==> config.mk <==
export PLATFORM = sky130hd
export DESIGN_NAME = uart_idle_detect
export DESIGN_NICKNAME = d
export VERILOG_FILES = /design/src/rtl/uart_idle_pkg.sv /design/src/rtl/uart_idle_frame_track.sv /design/src/rtl/uart_idle_bit_counter.sv /design/src/rtl/uart_idle_flag_fsm.sv /design/src/rtl/uart_idle_detect.sv
export SDC_FILE = /design/constraint.sdc
export NUM_CORES = 1
export LEC_CHECK = 0
export CAP_MARGIN = 10
export CORE_MARGIN = 1.5
export CORE_UTILIZATION = 60
export CTS_BUF_LIST = sky130_fd_sc_hd__clkbuf_4
export DETAILED_ROUTE_END_ITERATION = 8
export HOLD_SLACK_MARGIN = 0.12
export PLACE_DENSITY = 0.95
export SETUP_SLACK_MARGIN = 0.02
export SLEW_MARGIN = 10
export SYNTH_ARGS = -nofsm -noshare
export SYNTH_HDL_FRONTEND = slang
export SYNTH_HIERARCHICAL = 1
export SYNTH_SLANG_ARGS = --single-unit
==> constraint.sdc <==
create_clock -name clk -period 4 [get_ports clk]
set_input_delay 0.8 -clock clk [delete_from_list [all_inputs] [get_ports clk]]
set_output_delay 0.8 -clock clk [all_outputs]
set_load 0.02 [all_outputs]
==> src/rtl/uart_idle_pkg.sv <==
package uart_idle_pkg;

    // character boundary tracker
    typedef enum logic [0:0] {
        FR_HUNT = 1'b0,   // waiting for a start bit
        FR_BITS = 1'b1    // inside a character
    } frame_state_e;

    // idle flag life cycle
    typedef enum logic [1:0] {
        FL_DISARMED = 2'd0,  // no character since last clear
        FL_ARMED    = 2'd1,  // character seen, waiting for idle time
        FL_SET      = 2'd2,  // flag up
        FL_CLR_PEND = 2'd3   // flag up, status read taken, waiting for data read
    } flag_state_e;

    function automatic int unsigned char_time(input logic long_sel,
                                              input int unsigned short_bits,
                                              input int unsigned long_bits);
        return long_sel ? long_bits : short_bits;
    endfunction

endpackage

==> src/rtl/uart_idle_frame_track.sv <==
module uart_idle_frame_track
    import uart_idle_pkg::*;
#(
    parameter int unsigned SHORT_BITS = 10,
    parameter int unsigned LONG_BITS  = 11,
    localparam int unsigned IDX_W     = $clog2(LONG_BITS)
) (
    input  logic clk,
    input  logic rst_n,
    input  logic bit_tick,
    input  logic rx_line,
    input  logic long_frame,
    output logic in_frame
);

    frame_state_e state_q, state_d;
    logic [IDX_W-1:0] idx_q, idx_d;
    logic [IDX_W-1:0] last_idx;

    // ticks after the start bit: character time minus one, last one is the stop bit
    always_comb begin
        last_idx = IDX_W'(char_time(long_frame, SHORT_BITS, LONG_BITS) - 2);
    end

    always_comb begin
        state_d = state_q;
        idx_d   = idx_q;
        unique case (state_q)
            FR_HUNT: begin
                if (bit_tick && !rx_line) begin
                    state_d = FR_BITS;
                    idx_d   = '0;
                end
            end
            FR_BITS: begin
                if (bit_tick) begin
                    if (idx_q >= last_idx) begin
                        state_d = FR_HUNT;
                        idx_d   = '0;
                    end else begin
                        idx_d = idx_q + 1'b1;
                    end
                end
            end
            default: begin
                state_d = FR_HUNT;
                idx_d   = '0;
            end
        endcase
    end

    always_ff @(posedge clk or negedge rst_n) begin
        if (!rst_n) begin
            state_q <= FR_HUNT;
            idx_q   <= '0;
        end else begin
            state_q <= state_d;
            idx_q   <= idx_d;
        end
    end

    always_comb begin
        in_frame = (state_q == FR_BITS);
    end

endmodule

==> src/rtl/uart_idle_bit_counter.sv <==
module uart_idle_bit_counter
    import uart_idle_pkg::*;
#(
    parameter int unsigned SHORT_BITS = 10,
    parameter int unsigned LONG_BITS  = 11,
    localparam int unsigned CNT_W     = $clog2(LONG_BITS + 1)
) (
    input  logic             clk,
    input  logic             rst_n,
    input  logic             bit_tick,
    input  logic             rx_line,
    input  logic             long_frame,
    input  logic             idle_after_stop,
    input  logic             in_frame,
    output logic [CNT_W-1:0] cnt,
    output logic             at_target
);

    logic [CNT_W-1:0] cnt_q, cnt_d;
    logic [CNT_W-1:0] target;
    logic             hold_zero;

    always_comb begin
        target    = CNT_W'(char_time(long_frame, SHORT_BITS, LONG_BITS));
        // a low sample, or any sample inside a character in after-stop mode
        hold_zero = !rx_line || (idle_after_stop && in_frame);
    end

    always_comb begin
        cnt_d = cnt_q;
        if (bit_tick) begin
            if (hold_zero) begin
                cnt_d = '0;
            end else if (cnt_q < target) begin
                cnt_d = cnt_q + 1'b1;
            end
        end
    end

    always_ff @(posedge clk or negedge rst_n) begin
        if (!rst_n) begin
            cnt_q <= '0;
        end else begin
            cnt_q <= cnt_d;
        end
    end

    always_comb begin
        cnt       = cnt_q;
        at_target = (cnt_q >= target);
    end

endmodule

==> src/rtl/uart_idle_flag_fsm.sv <==
module uart_idle_flag_fsm
    import uart_idle_pkg::*;
(
    input  logic clk,
    input  logic rst_n,
    input  logic at_target,
    input  logic char_loaded,
    input  logic status_rd,
    input  logic data_rd,
    output logic idle_flag
);

    flag_state_e state_q, state_d;
    logic        rearm_q, rearm_d;

    always_comb begin
        state_d = state_q;
        rearm_d = rearm_q;
        unique case (state_q)
            FL_DISARMED: begin
                if (char_loaded) begin
                    state_d = FL_ARMED;
                end
            end
            FL_ARMED: begin
                if (at_target) begin
                    state_d = FL_SET;
                    rearm_d = 1'b0;
                end
            end
            FL_SET: begin
                rearm_d = rearm_q || char_loaded;
                if (status_rd) begin
                    state_d = FL_CLR_PEND;
                end
            end
            FL_CLR_PEND: begin
                if (data_rd) begin
                    state_d = (rearm_q || char_loaded) ? FL_ARMED : FL_DISARMED;
                    rearm_d = 1'b0;
                end else begin
                    rearm_d = rearm_q || char_loaded;
                end
            end
            default: begin
                state_d = FL_DISARMED;
                rearm_d = 1'b0;
            end
        endcase
    end

    always_ff @(posedge clk or negedge rst_n) begin
        if (!rst_n) begin
            state_q <= FL_DISARMED;
            rearm_q <= 1'b0;
        end else begin
            state_q <= state_d;
            rearm_q <= rearm_d;
        end
    end

    always_comb begin
        idle_flag = (state_q == FL_SET) || (state_q == FL_CLR_PEND);
    end

endmodule

==> src/rtl/uart_idle_detect.sv <==
module uart_idle_detect #(
    parameter int unsigned SHORT_BITS = 10,
    parameter int unsigned LONG_BITS  = 11
) (
    input  logic clk,
    input  logic rst_n,
    input  logic bit_tick,
    input  logic rx_line,
    input  logic long_frame,
    input  logic idle_after_stop,
    input  logic char_loaded,
    input  logic status_rd,
    input  logic data_rd,
    output logic idle_flag
);

    localparam int unsigned CNT_W = $clog2(LONG_BITS + 1);

    logic             in_frame;
    logic [CNT_W-1:0] idle_cnt;
    logic             at_target;

    uart_idle_frame_track #(
        .SHORT_BITS (SHORT_BITS),
        .LONG_BITS  (LONG_BITS)
    ) u_frame (
        .clk        (clk),
        .rst_n      (rst_n),
        .bit_tick   (bit_tick),
        .rx_line    (rx_line),
        .long_frame (long_frame),
        .in_frame   (in_frame)
    );

    uart_idle_bit_counter #(
        .SHORT_BITS (SHORT_BITS),
        .LONG_BITS  (LONG_BITS)
    ) u_count (
        .clk             (clk),
        .rst_n           (rst_n),
        .bit_tick        (bit_tick),
        .rx_line         (rx_line),
        .long_frame      (long_frame),
        .idle_after_stop (idle_after_stop),
        .in_frame        (in_frame),
        .cnt             (idle_cnt),
        .at_target       (at_target)
    );

    uart_idle_flag_fsm u_flag (
        .clk         (clk),
        .rst_n       (rst_n),
        .at_target   (at_target),
        .char_loaded (char_loaded),
        .status_rd   (status_rd),
        .data_rd     (data_rd),
        .idle_flag   (idle_flag)
    );

endmodule

* After elaboration in Yosys (flattened, before gate mapping) *
Cells that the tools add are included.

storage, ports and cells
  logic and storage cells = 54
  input bits = 9
  bits in registers = 12
  output and inout port bits = 1

cells by class
  order comparisons = 3
  add/subtract/negate cells = 3
  reduce and logical (&&, ||, !) cells = 13
  bitwise gates (word level) = 1
  equal/unequal tests = 9
  muxes and demuxes = 20

operator list
  operator               number
  $mux W4                5
  $ne A2 B2 Y1 const B   5
  $add A4 B1 Y4 const B  2
  $ge A4 B4 Y1           2
  $mux W2                4
  $pmux W2 S4            1
  $pmux W4 S2            1
  $mux W1                7
  $reduce_and A2 Y1      3
  $eq A2 B2 Y1 const B   2
  $lt A4 B4 Y1           1
  $reduce_and A4 Y1      1
  $sub A4 B2 Y4 const B  1
  $logic_or A1 B1 Y1     3
  $pmux W1 S3            1
  $reduce_bool A3 Y1     1
  $eq A2 B1 Y1 const B   1
  $logic_and A1 B1 Y1    2
  $logic_not A2 Y1       1
  $ne A2 B1 Y1 const B   1
  $pmux W1 S2            1
  $reduce_bool A2 Y1     1
  $logic_not A1 Y1       1
  $not A1 Y1             1

* Longest topological paths before layout *
Gate-level depths: netlist (run 1).

  depth in word-level cells = 6
  depth in mapped cells = 9
  depth with buffers taken out = 9

* Modules after synthesis *
Netlist (run 1), hierarchy kept.

by module, submodules not included
  module                 cells each  sequential area each (um^2)  area an instance (um^2)  instances
  uart_idle_frame_track  25          125.1                        287.8                    1
  uart_idle_bit_counter  24          100.1                        252.7                    1
  uart_idle_flag_fsm     24          75.1                         252.7                    1

* Worst setup path after synthesis (run 1) *
OpenSTA, ideal clock, no wires.

  path kind = input port to flip-flop
  start = input long_frame
  end = register u_flag.state_q[1]
  library setup time = 0.125 ns
  setup slack = 1.864 ns
  data arrival time = 2.011 ns
  path buffers = 0
  data required time = 3.875 ns
  stages = 7
  cell sequence = ha_1 > or2b_1 > a21oi_1 > nor2b_1 > nand2b_4 > o2111ai_4 > mux2_4

between the ends
  longest elaborated chain between the ends = 4

ends and longest elaborated chain
  what                         line                         source
  from (decl)                  uart_idle_detect.sv:9        input logic long_frame,
  $mux W1                      uart_idle_pkg.sv:20          return long_sel ? long_bits : short_bits;
  $ge A4 B4 Y1                 uart_idle_bit_counter.sv:50  at_target = (cnt_q >= target);
  named net at_target          uart_idle_detect.sv:21       logic at_target;
  $ne A2 B2 Y1 (no line)       -
  $reduce_and A4 Y1 (no line)  -
  to (signal assigned)         uart_idle_flag_fsm.sv:57     state_q <= state_d;
  to (decl)                    uart_idle_flag_fsm.sv:13     flag_state_e state_q, state_d;

The timed path passes the listed nets, and every way through them passes these cells.
A chain may end at the register's enable or synchronous reset.

* Worst setup path in the final report (run 1) *
  start = register u_flag.state_q[0]
  end = output idle_flag

between the ends
  longest elaborated chain between the ends = 2
  elaborated cells on any way between the ends = 3
  classes of those cells = eq/ne: 2; reduce/logical: 1

ends and longest elaborated chain
  what                  line                      source
  $eq A2 B2 Y1          uart_idle_flag_fsm.sv:63  idle_flag = (state_q == FL_SET) || (state_q == FL_CLR_PEND);
  $logic_or A1 B1 Y1 *  uart_idle_flag_fsm.sv:63
  to (decl)             uart_idle_detect.sv:14    output logic idle_flag

Mark *: on every way between the ends. The rest lies on a longest branch, timed or not.

==> results of run 1 <==
==> layout make-up <==
type / count / area (um2) / area share [%]
Multi-Input combinational cell: 53 / 463 / 50.1
Sequential cell: 12 / 300 / 32.5
Timing Repair Buffer: 9 / 90.1 / 9.76
Inverter: 8 / 30.0 / 3.25
Clock buffer: 3 / 22.5 / 2.44
Tap cell: 14 / 17.5 / 1.90
==> worst reg2reg max path, stage by stage (launching register included) <==
cell and delay (ps):
dfrtp_1 400, inv_1 100, ha_1 240, or2b_1 220, a21oi_1 140, nor2b_1 60, nand2b_4 150, o2111ai_4 120
mux2_4 320
==> cell usage in the layout, fill, tap and decap left out, types with 2 or more instances in the layout <==
| cell | count |
|---|---|
| dfrtp_1 | 12 |
| clkdlybuf4s50_1 | 9 |
| ha_1 | 8 |
| inv_1 | 7 |
| o21ai_0 | 7 |
| nand2_1 | 4 |
| clkbuf_4 | 3 |
| a21oi_1 | 3 |
| nor2b_1 | 3 |
| a22o_1 | 3 |
| mux2_4 | 2 |
| nor2_1 | 2 |
| a31oi_1 | 2 |
| a32o_1 | 2 |
==> state kept, by name (all words and copies together), names as in the netlist <==
name	cells
u_frame/idx_q	4
u_flag/state_q	2
u_flag/rearm_q	1
u_count/cnt	4
u_frame/in_frame	1
==> worst max-delay path by stage <==
stage,slack [ps],end,from,cells past startpoint
floorplan,1860,u_flag/state_q[1],long_frame,7
global placement,1370,u_flag/state_q[1],long_frame,8
detailed placement,1330,u_flag/state_q[1],long_frame,8
CTS,1370,idle_flag,u_flag/state_q[0],4
global route,1300,idle_flag,u_flag/state_q[0],4
finish,1370,idle_flag,u_flag/state_q[0],4
==> metal layers <==
| layer | track usage [%] | part of all wire [%] |
|---|---|---|
| met5 | 0 | 0 |
| met4 | 12.9 | 2.0 |
| met3 | 3.41 | 2.7 |
| met2 | 45.8 | 52 |
| met1 | 26.4 | 43 |
==> logic make-up after synthesis <==
family          count (synthesis)  share of synthesized area, %
buf+inv                         8                          3.79
compound gates                 25                          27.3
simple gates                   18                          14.7
flops                          12                          37.9
mux                             2                          3.79
fa+ha+maj                       8                          12.6
==> power by group through the flow <==
stage,clock network [mW],logic (mW),registers [mW]
floorplan,0,0.228,0.205
global placement,0,0.276,0.216
detailed placement,0,0.297,0.219
CTS,0.0744,0.298,0.216
global route,0.0786,0.327,0.222
finish,0.0722,0.295,0.217
==> per-stage QoR <==
step	hold slack, ps	power, mW	instance area (um2)
final	565	0.585	923
after floorplan	504	0.433	793
after detailed placement	559	0.516	901
after global placement	534	0.492	901
after CTS	576	0.589	923
after global routing	603	0.628	923
==> flow_summary_export.csv, run 1 <==
group,metric,value,unit
min_path,whs_endpoint,"u_flag/rearm_q",
pwr,p_sw_share,39.6,%
min_path,min_path_cells,2,
min_path,hp-class,"flop to flop",
critical_path,slowest_delay,530,ps
layout,drive_above_1_share,18.8,%
timing,slew_violations,0,
timing,fin_skew,3.04,ps
clocking,cts_resized,0,
placement,dp_hpwl,1.19,mm
yosys,synth_edf_count,0,
status,status,"finished, final reports clean",
clocking,clk_path_buf_depth,2,
clocking,cts-root-buf,"clkbuf_4",
clocking,cts.clk_slew.worst_paths,70,ps
yosys,yosys_register_bits,12,
pwr,cellInternalPower,0.353,mW
pwr,ir_drop,0.413,mV
layout,fin_nets,104,
clocking,cts_buffers,3,
min_path,hp-start,"u_flag/rearm_q",
grt,grt_pass1_vias,602,
yosys,synth_most_common_cell,"dfrtp_1",
detailed_routing,drtIter0Drc,18,
yosys,synth_ff_type,"dfrtp_1",
pwr,combPwrFrac,50.5,%
critical_path,crit_type,"flop to primary output",
pwr,power_frac_clock,12.4,%
floorplan,core_area,1170,um2
timing,final-setup-viol-count,0,
floorplan,ios,10,
yosys,synth_area_leader_cell,"dfrtp_1",
yosys,yosys-top-cells-count,"dfrtp_1, ha_1, inv_1, o21ai_0, nand2_1",
floorplan,fp.dieW,39.4,um
critical_path,critical_path.max_fanout,4,
clocking,ctsHoldBuffers,0,
clocking,postCtsSetupBuffers,0,
timing,rsz0062_at_grt,"false",
yosys,synth_nets,90,
pwr,p_leak,0.428,nW
pwr,powerDensity,633,nW/um2
layout,nFillCells,75,
detailed_routing,dr.pass1.iters,4,
layout,final-instance-count-excl-fill,99,
yosys,yosysWarnings,6,
critical_path,cp-start-kind,"flop",
clocking,htree_levels,1,
detailed_routing,via_count,594,
placement,dp_slack,1330,ps
floorplan,die_h,39.4,um
critical_path,end_kind,"primary output",
layout,n_antenna_cell,0,
yosys,synth_cells,73,
yosys,synth_top_area_share,37.9,%
floorplan,initial_utilization,67.7,%
grt,grt_max_degree,13,
timing,slew_headroom,64.5,%
placement,io_buffers,9,
grt,gr-total-overflow,0,
placement,place_inst,96,
yosys,synth.distinct_cells,30,
yosys,avgSynthCellArea,10.9,um2
yosys,ys_async_sr_fraction,100,%
timing,max_freq,0.380,GHz
clocking,clk_latency,260,ps
critical_path,slowest_stage,"clkdlybuf4s50_1",
grt,grt_pass1_wl,2.46,mm
detailed_routing,drt-total-wl,1.46,mm
detailed_routing,detail-route-antenna-nets,0,
critical_path,regToRegSetupSlack,2150,ps
critical_path,rr_worst_depth,8,
layout,syn_to_final_growth,16.4,%
detailed_routing,detail_route.wl_per_cell,14.8,um
grt,grt_usage,24.6,%
pwr,power_frac_seq,37.1,%
floorplan,placementRows,12,
grt,antenna_found_initial,0,
timing,fin_crit,2630,ps
clocking,cts_sinks,12,
pwr,p_sw,0.232,mW
clocking,cts_tree,"yes",
layout,finish.utilization,78.8,%
detailed_routing,drcViolationCount,0,
timing,tightest_slew,530,ps
job,cap_violations,0,
yosys,syn_area,793,um2
timing,min_period_over_period,65.8,%
timing,tns,0,ps
yosys,ys_seq_area_share,37.9,%
critical_path,cp_num_buf_inv,2,
floorplan,die_area,1550,um2
critical_path,cp.arrival,1830,ps
critical_path,worstPathRequired,3200,ps
detailed_routing,via_per_inst,6.00,
critical_path,cp_cell_sequence,"inv_1, ha_1, or2_2, clkdlybuf4s50_1",
timing,hold_viol_final,0,
critical_path,r2r-start,"u_count/cnt[0]",
timing,worst_slack,1370,ps
yosys,synth_area_leaders,"dfrtp_1, ha_1, o21ai_0",
critical_path,path_delay_family,"buffers and inverters",
critical_path,r2r-end,"u_flag/state_q[1]",
placement,gp_congestion,0.847,
(Power assumes the default switching activity.)
==> run 2: changes to the inputs <==
--- a/config.mk
+++ b/config.mk
@@ -7,11 +7,11 @@
 export LEC_CHECK = 0
 export CAP_MARGIN = 10
 export CORE_MARGIN = 1.5
-export CORE_UTILIZATION = 60
+export CORE_UTILIZATION = 56
 export CTS_BUF_LIST = sky130_fd_sc_hd__clkbuf_4
 export DETAILED_ROUTE_END_ITERATION = 8
 export HOLD_SLACK_MARGIN = 0.12
-export PLACE_DENSITY = 0.95
+export PLACE_DENSITY = 0.92
 export SETUP_SLACK_MARGIN = 0.02
 export SLEW_MARGIN = 10
 export SYNTH_ARGS = -nofsm -noshare
==> constraint.sdc (replaced) <==
create_clock -name clk -period 2.45 [get_ports clk]
set_input_delay 0.49 -clock clk [delete_from_list [all_inputs] [get_ports clk]]
set_output_delay 0.49 -clock clk [all_outputs]
set_load 0.02 [all_outputs]
==> run 2 against run 1 <==
  * Clock skew about the same
  * Largest power group unchanged
  * Global-route usage decreased by 2.1 points
  * Clock power increased by 70%
  * Final cell count increased by 1.0%
  * Register-to-register slack got worse by 1600 ps
  * Total power increased by 64%
  * Count of clock-buffer cells in the layout unchanged
  * Sequential share of layout area about the same
==> flow_summary_export.csv, run 2 (same netlist as run 1, synthesis figures left out) <==
group,metric,value,unit
status,status,"finished, final reports clean",
detailed_routing,dr.pass1.iters,4,
timing,rsz0062_at_grt,"false",
layout,fin_nets,104,
clocking,htree_levels,1,
placement,placed_area,902,um2
pwr,combPwrFrac,50.2,%
detailed_routing,detail-route-antenna-nets,0,
layout,nFillCells,97,
critical_path,critical_path.max_fanout,4,
clocking,clk_path_buf_depth,2,
grt,grt_pass1_wl,2.35,mm
pwr,p_sw,0.383,mW
floorplan,die_h,40.6,um
clocking,cts-root-buf,"clkbuf_4",
timing,slew_headroom,62.0,%
pwr,powerDensity,1040,nW/um2
detailed_routing,via_count,578,
floorplan,die_area,1650,um2
pwr,p_sw_share,39.9,%
critical_path,crit_type,"flop to primary output",
floorplan,core_area,1320,um2
layout,register_area,300,um2
critical_path,r2r-end,"u_flag/state_q[1]",
pwr,power_frac_seq,37.0,%
detailed_routing,drt-total-wl,1.54,mm
clocking,cts_sinks,12,
clocking,postCtsSetupBuffers,0,
clocking,cts_resized,0,
floorplan,fp.dieW,40.6,um
floorplan,ios,10,
timing,max_freq,0.431,GHz
critical_path,rr_worst_depth,8,
grt,grt_pass1_vias,584,
pwr,power_frac_clock,12.8,%
layout,final_common_cell,"dfrtp_1",
timing,tightest_slew,568,ps
pwr,p_leak,0.428,nW
detailed_routing,drtIter0Drc,14,
timing,slew_violations,0,
floorplan,placementRows,13,
placement,dp_hpwl,1.18,mm
pwr,ir_drop,0.433,mV
layout,syn_to_final_growth,16.6,%
critical_path,end_kind,"primary output",
timing,min_period_over_period,94.7,%
min_path,hp-class,"primary input to asynchronous set/reset pin",
detailed_routing,via_per_inst,5.78,
clocking,clk_latency,270,ps
grt,antenna_found_initial,0,
clocking,ctsHoldBuffers,0,
critical_path,cp.arrival,1830,ps
timing,fin_crit,2320,ps
grt,grt_usage,22.5,%
pwr,cellInternalPower,0.577,mW
detailed_routing,drcViolationCount,0,
clocking,cts_buffers,3,
timing,final-setup-viol-count,0,
placement,gp_congestion,0.738,
critical_path,cp-start-kind,"flop",
layout,final_cell_mix,"dfrtp_1, clkdlybuf4s50_1, ha_1, inv_1, o21ai_0",
timing,tns,0,ps
timing,hold_viol_final,0,
job,cap_violations,0,
critical_path,regToRegSetupSlack,580,ps
layout,drive_above_1_share,18.8,%
grt,gr-total-overflow,0,
clocking,cts_tree,"yes",
layout,multi_input_area,463,um2
critical_path,worstPathRequired,1960,ps
layout,n_antenna_cell,0,
placement,io_buffers,9,
layout,fin_area,925,um2
floorplan,initial_utilization,60.2,%
critical_path,r2r-start,"u_count/cnt[0]",
grt,grt_max_degree,13,
timing,fin_skew,2.85,ps
detailed_routing,detail_route.wl_per_cell,15.4,um
clocking,cts.clk_slew.worst_paths,80,ps
==> run 2: cell counts in the layout (fill, tap and decap cells not counted) <==
No cell type changed its count.
==> run 2: worst max path at each step <==
stage,startpoint,endpoint,slack (ps)
after floorplan,long_frame,u_flag/state_q[1],620
after global placement,long_frame,u_flag/state_q[1],140
after detailed placement,long_frame,u_flag/state_q[1],110
after CTS,u_flag/state_q[0],idle_flag,120
after global routing,u_flag/state_q[0],idle_flag,20
final,u_flag/state_q[0],idle_flag,130
==> run 2: area by class of cell <==
cell class,count,area share (%)
clock buffer,3,2.44
tap,15,2.03
inverter,8,3.25
timing repair buffer,9,9.74
sequential,12,32.5
multi-input combinational,53,50.1
==> run 2: stage by stage <==
step	hold WS [ps]	util (%)	instances	power, mW	setup WS (ps)
after floorplan	194	-	73	0.707	624
after global placement	555	68.5	97	0.804	144
after detailed placement	559	68.5	97	0.839	111
after CTS	576	70.2	100	0.961	118
after global routing	624	70.2	100	1.04	21.6
final	580	70.2	100	0.960	131
==> run 2: power groups by stage <==
| stage | sequential [mW] | combinational [mW] | clock (mW) |
|---|---|---|---|
| 3_5_place_dp | 0.358 | 0.481 | 0 |
| 5_1_grt | 0.366 | 0.540 | 0.130 |
| 2_1_floorplan | 0.335 | 0.373 | 0 |
| 6_report | 0.355 | 0.481 | 0.123 |
| 3_3_place_gp | 0.352 | 0.452 | 0 |
| 4_1_cts | 0.354 | 0.482 | 0.124 |
==> run 2: worst max-delay path: stages, from the launching register on <==
cell and delay [ps]:
dfrtp_1 400, inv_1 90, ha_1 240, or2_2 300, clkdlybuf4s50_1 540
==> run 2: per-layer routing <==
metal,GRT usage [%],share of wire [%],wire (um),vias to the layer above
li1,-,-,-,296
met1,27.1,46,703,270
met2,38.1,51,789,10
met3,3.26,2.3,36,2
met4,12.5,0.71,11,0
met5,0,0,0,-
==> run 3: changes to the inputs <==
==> constraint.sdc (replaced) <==
create_clock -name clk -period 2.3 [get_ports clk]
set_input_delay 0.46 -clock clk [delete_from_list [all_inputs] [get_ports clk]]
set_output_delay 0.46 -clock clk [all_outputs]
set_load 0.02 [all_outputs]
==> run 3 against run 2 <==
  * Flip-flop and latch count stayed put
  * Combinational power is 4.6% higher
  * Register-to-register slack worse by 150 ps
  * Critical endpoint unchanged
  * Worst hold slack worse by 30 ps
  * Clock power is 7% higher
  * Clock skew stayed put
  * Sequential power is 6.5% higher
  * Total power is 5.5% higher
  * Setup slack better by 100 ps
  * Die area stayed put
==> flow_summary_export.csv, run 3 (same netlist as run 1, synthesis figures left out) <==
group,metric,value,unit
status,status,"finished, final reports clean",
grt,grt_pass1_wl,2.37,mm
critical_path,end_kind,"primary output",
clocking,clk_path_buf_depth,2,
clocking,htree_levels,1,
clocking,cts_sinks,12,
pwr,p_sw,0.407,mW
timing,tns,0,ps
layout,final_common_cell,"dfrtp_1",
placement,gp_congestion,0.738,
clocking,cts_tree,"yes",
pwr,power_frac_clock,12.9,%
grt,gr-total-overflow,0,
job,cap_violations,0,
layout,final_cell_mix,"dfrtp_1, clkdlybuf4s50_1, ha_1, inv_1, o21ai_0",
clocking,clk_latency,270,ps
grt,grt_pass1_vias,590,
detailed_routing,detail-route-antenna-nets,0,
detailed_routing,drtIter0Drc,14,
timing,rsz0062_at_grt,"false",
min_path,hp-class,"primary input to asynchronous set/reset pin",
floorplan,die_area,1650,um2
critical_path,critical_path.max_fanout,4,
timing,max_freq,0.483,GHz
layout,nFillCells,98,
grt,grt_usage,22.6,%
layout,drive_above_1_share,18.8,%
pwr,combPwrFrac,49.7,%
pwr,p_leak,0.430,nW
detailed_routing,via_count,578,
placement,io_buffers,9,
detailed_routing,detail_route.wl_per_cell,15.4,um
layout,syn_to_final_growth,16.4,%
pwr,power_frac_seq,37.4,%
clocking,cts-root-buf,"clkbuf_4",
pwr,powerDensity,1100,nW/um2
detailed_routing,via_per_inst,5.78,
grt,grt_max_degree,13,
clocking,cts.clk_slew.worst_paths,80,ps
timing,fin_crit,2070,ps
layout,fin_nets,104,
critical_path,cp.arrival,1610,ps
detailed_routing,dr.pass1.iters,4,
clocking,ctsHoldBuffers,0,
timing,final-setup-viol-count,0,
floorplan,placementRows,13,
floorplan,fp.dieW,40.6,um
detailed_routing,drcViolationCount,0,
timing,slew_headroom,62.0,%
grt,antenna_found_initial,0,
clocking,cts_resized,1,
timing,slew_violations,0,
floorplan,die_h,40.6,um
critical_path,crit_type,"flop to primary output",
detailed_routing,drt-total-wl,1.54,mm
floorplan,initial_utilization,60.2,%
floorplan,core_area,1320,um2
timing,min_period_over_period,90.0,%
pwr,p_sw_share,40.2,%
placement,dp_hpwl,1.18,mm
timing,tightest_slew,568,ps
clocking,postCtsSetupBuffers,0,
floorplan,ios,10,
layout,finish.utilization,70.1,%
timing,hold_viol_final,0,
pwr,cellInternalPower,0.605,mW
clocking,cts_buffers,3,
timing,fin_skew,2.85,ps
layout,n_antenna_cell,0,
critical_path,cp-start-kind,"flop",
critical_path,worstPathRequired,1840,ps
pwr,ir_drop,0.462,mV
==> run 3: cell types whose count changed in the layout (fill, tap and decap cells not counted), sizes merged <==
cell           before  now
clkdlybuf4s50       9    8
dlygate4sd2         0    1
==> run 3: critical path: stages (launching register included) <==
cell           delay, ps
dfrtp_1              400
inv_1                 90
ha_1                 240
or2_2                300
dlygate4sd2_1        320
==> run 3: per-layer routing <==
metal | track usage [%] | wire [um] | vias up
li1 | - | - | 296
met1 | 27.1 | 703 | 270
met2 | 38.5 | 789 | 10
met3 | 3.26 | 37 | 2
met4 | 12.5 | 11 | 0
met5 | 0 | 0 | -
==> run 3: metrics by stage <==
| step | cells | cell area (um2) | total power [mW] | hold WS (ps) | setup slack [ps] |
|---|---|---|---|---|---|
| 2_1_floorplan | 73 | 793 | 0.753 | 164 | 504 |
| 3_3_place_gp | 97 | 902 | 0.857 | 555 | 23.5 |
| 3_5_place_dp | 97 | 902 | 0.894 | 559 | -9.42 |
| 4_1_cts | 100 | 923 | 1.01 | 560 | 220 |
| 5_1_grt | 100 | 923 | 1.09 | 594 | 125 |
| 6_report | 100 | 923 | 1.01 | 550 | 231 |
==> run 3: final timing paths <==
path / from / to / slack, ps / cells past startpoint
max reg2reg: u_count/cnt[0] / u_flag/state_q[1] / 430 / 8
min: rst_n / u_flag/rearm_q / 550 / 1
max: u_flag/state_q[0] / idle_flag / 230 / 4
min in group clk: u_flag/state_q[0] / u_flag/state_q[0] / 590 / 2
min reg2reg: u_flag/state_q[0] / u_flag/state_q[0] / 590 / 2
max in group asynchronous: rst_n / u_count/cnt[3] / 1380 / 1
==> run 3: cell type report <==
class / count / area (um2) / share of cell area (%)
Clock buffer: 3 / 22.5 / 2.44
Inverter: 8 / 30.0 / 3.25
Multi-Input combinational cell: 53 / 463 / 50.1
Sequential cell: 12 / 300 / 32.5
Tap cell: 15 / 18.8 / 2.03
Timing Repair Buffer: 9 / 88.8 / 9.62
==> run 3: power groups by stage <==
stage / clock network [mW] / logic, mW / registers [mW]
finish: 0.131 / 0.503 / 0.378
detailed placement: 0 / 0.512 / 0.382
global placement: 0 / 0.482 / 0.375
CTS: 0.132 / 0.504 / 0.377
floorplan: 0 / 0.397 / 0.356
global route: 0.139 / 0.566 / 0.390
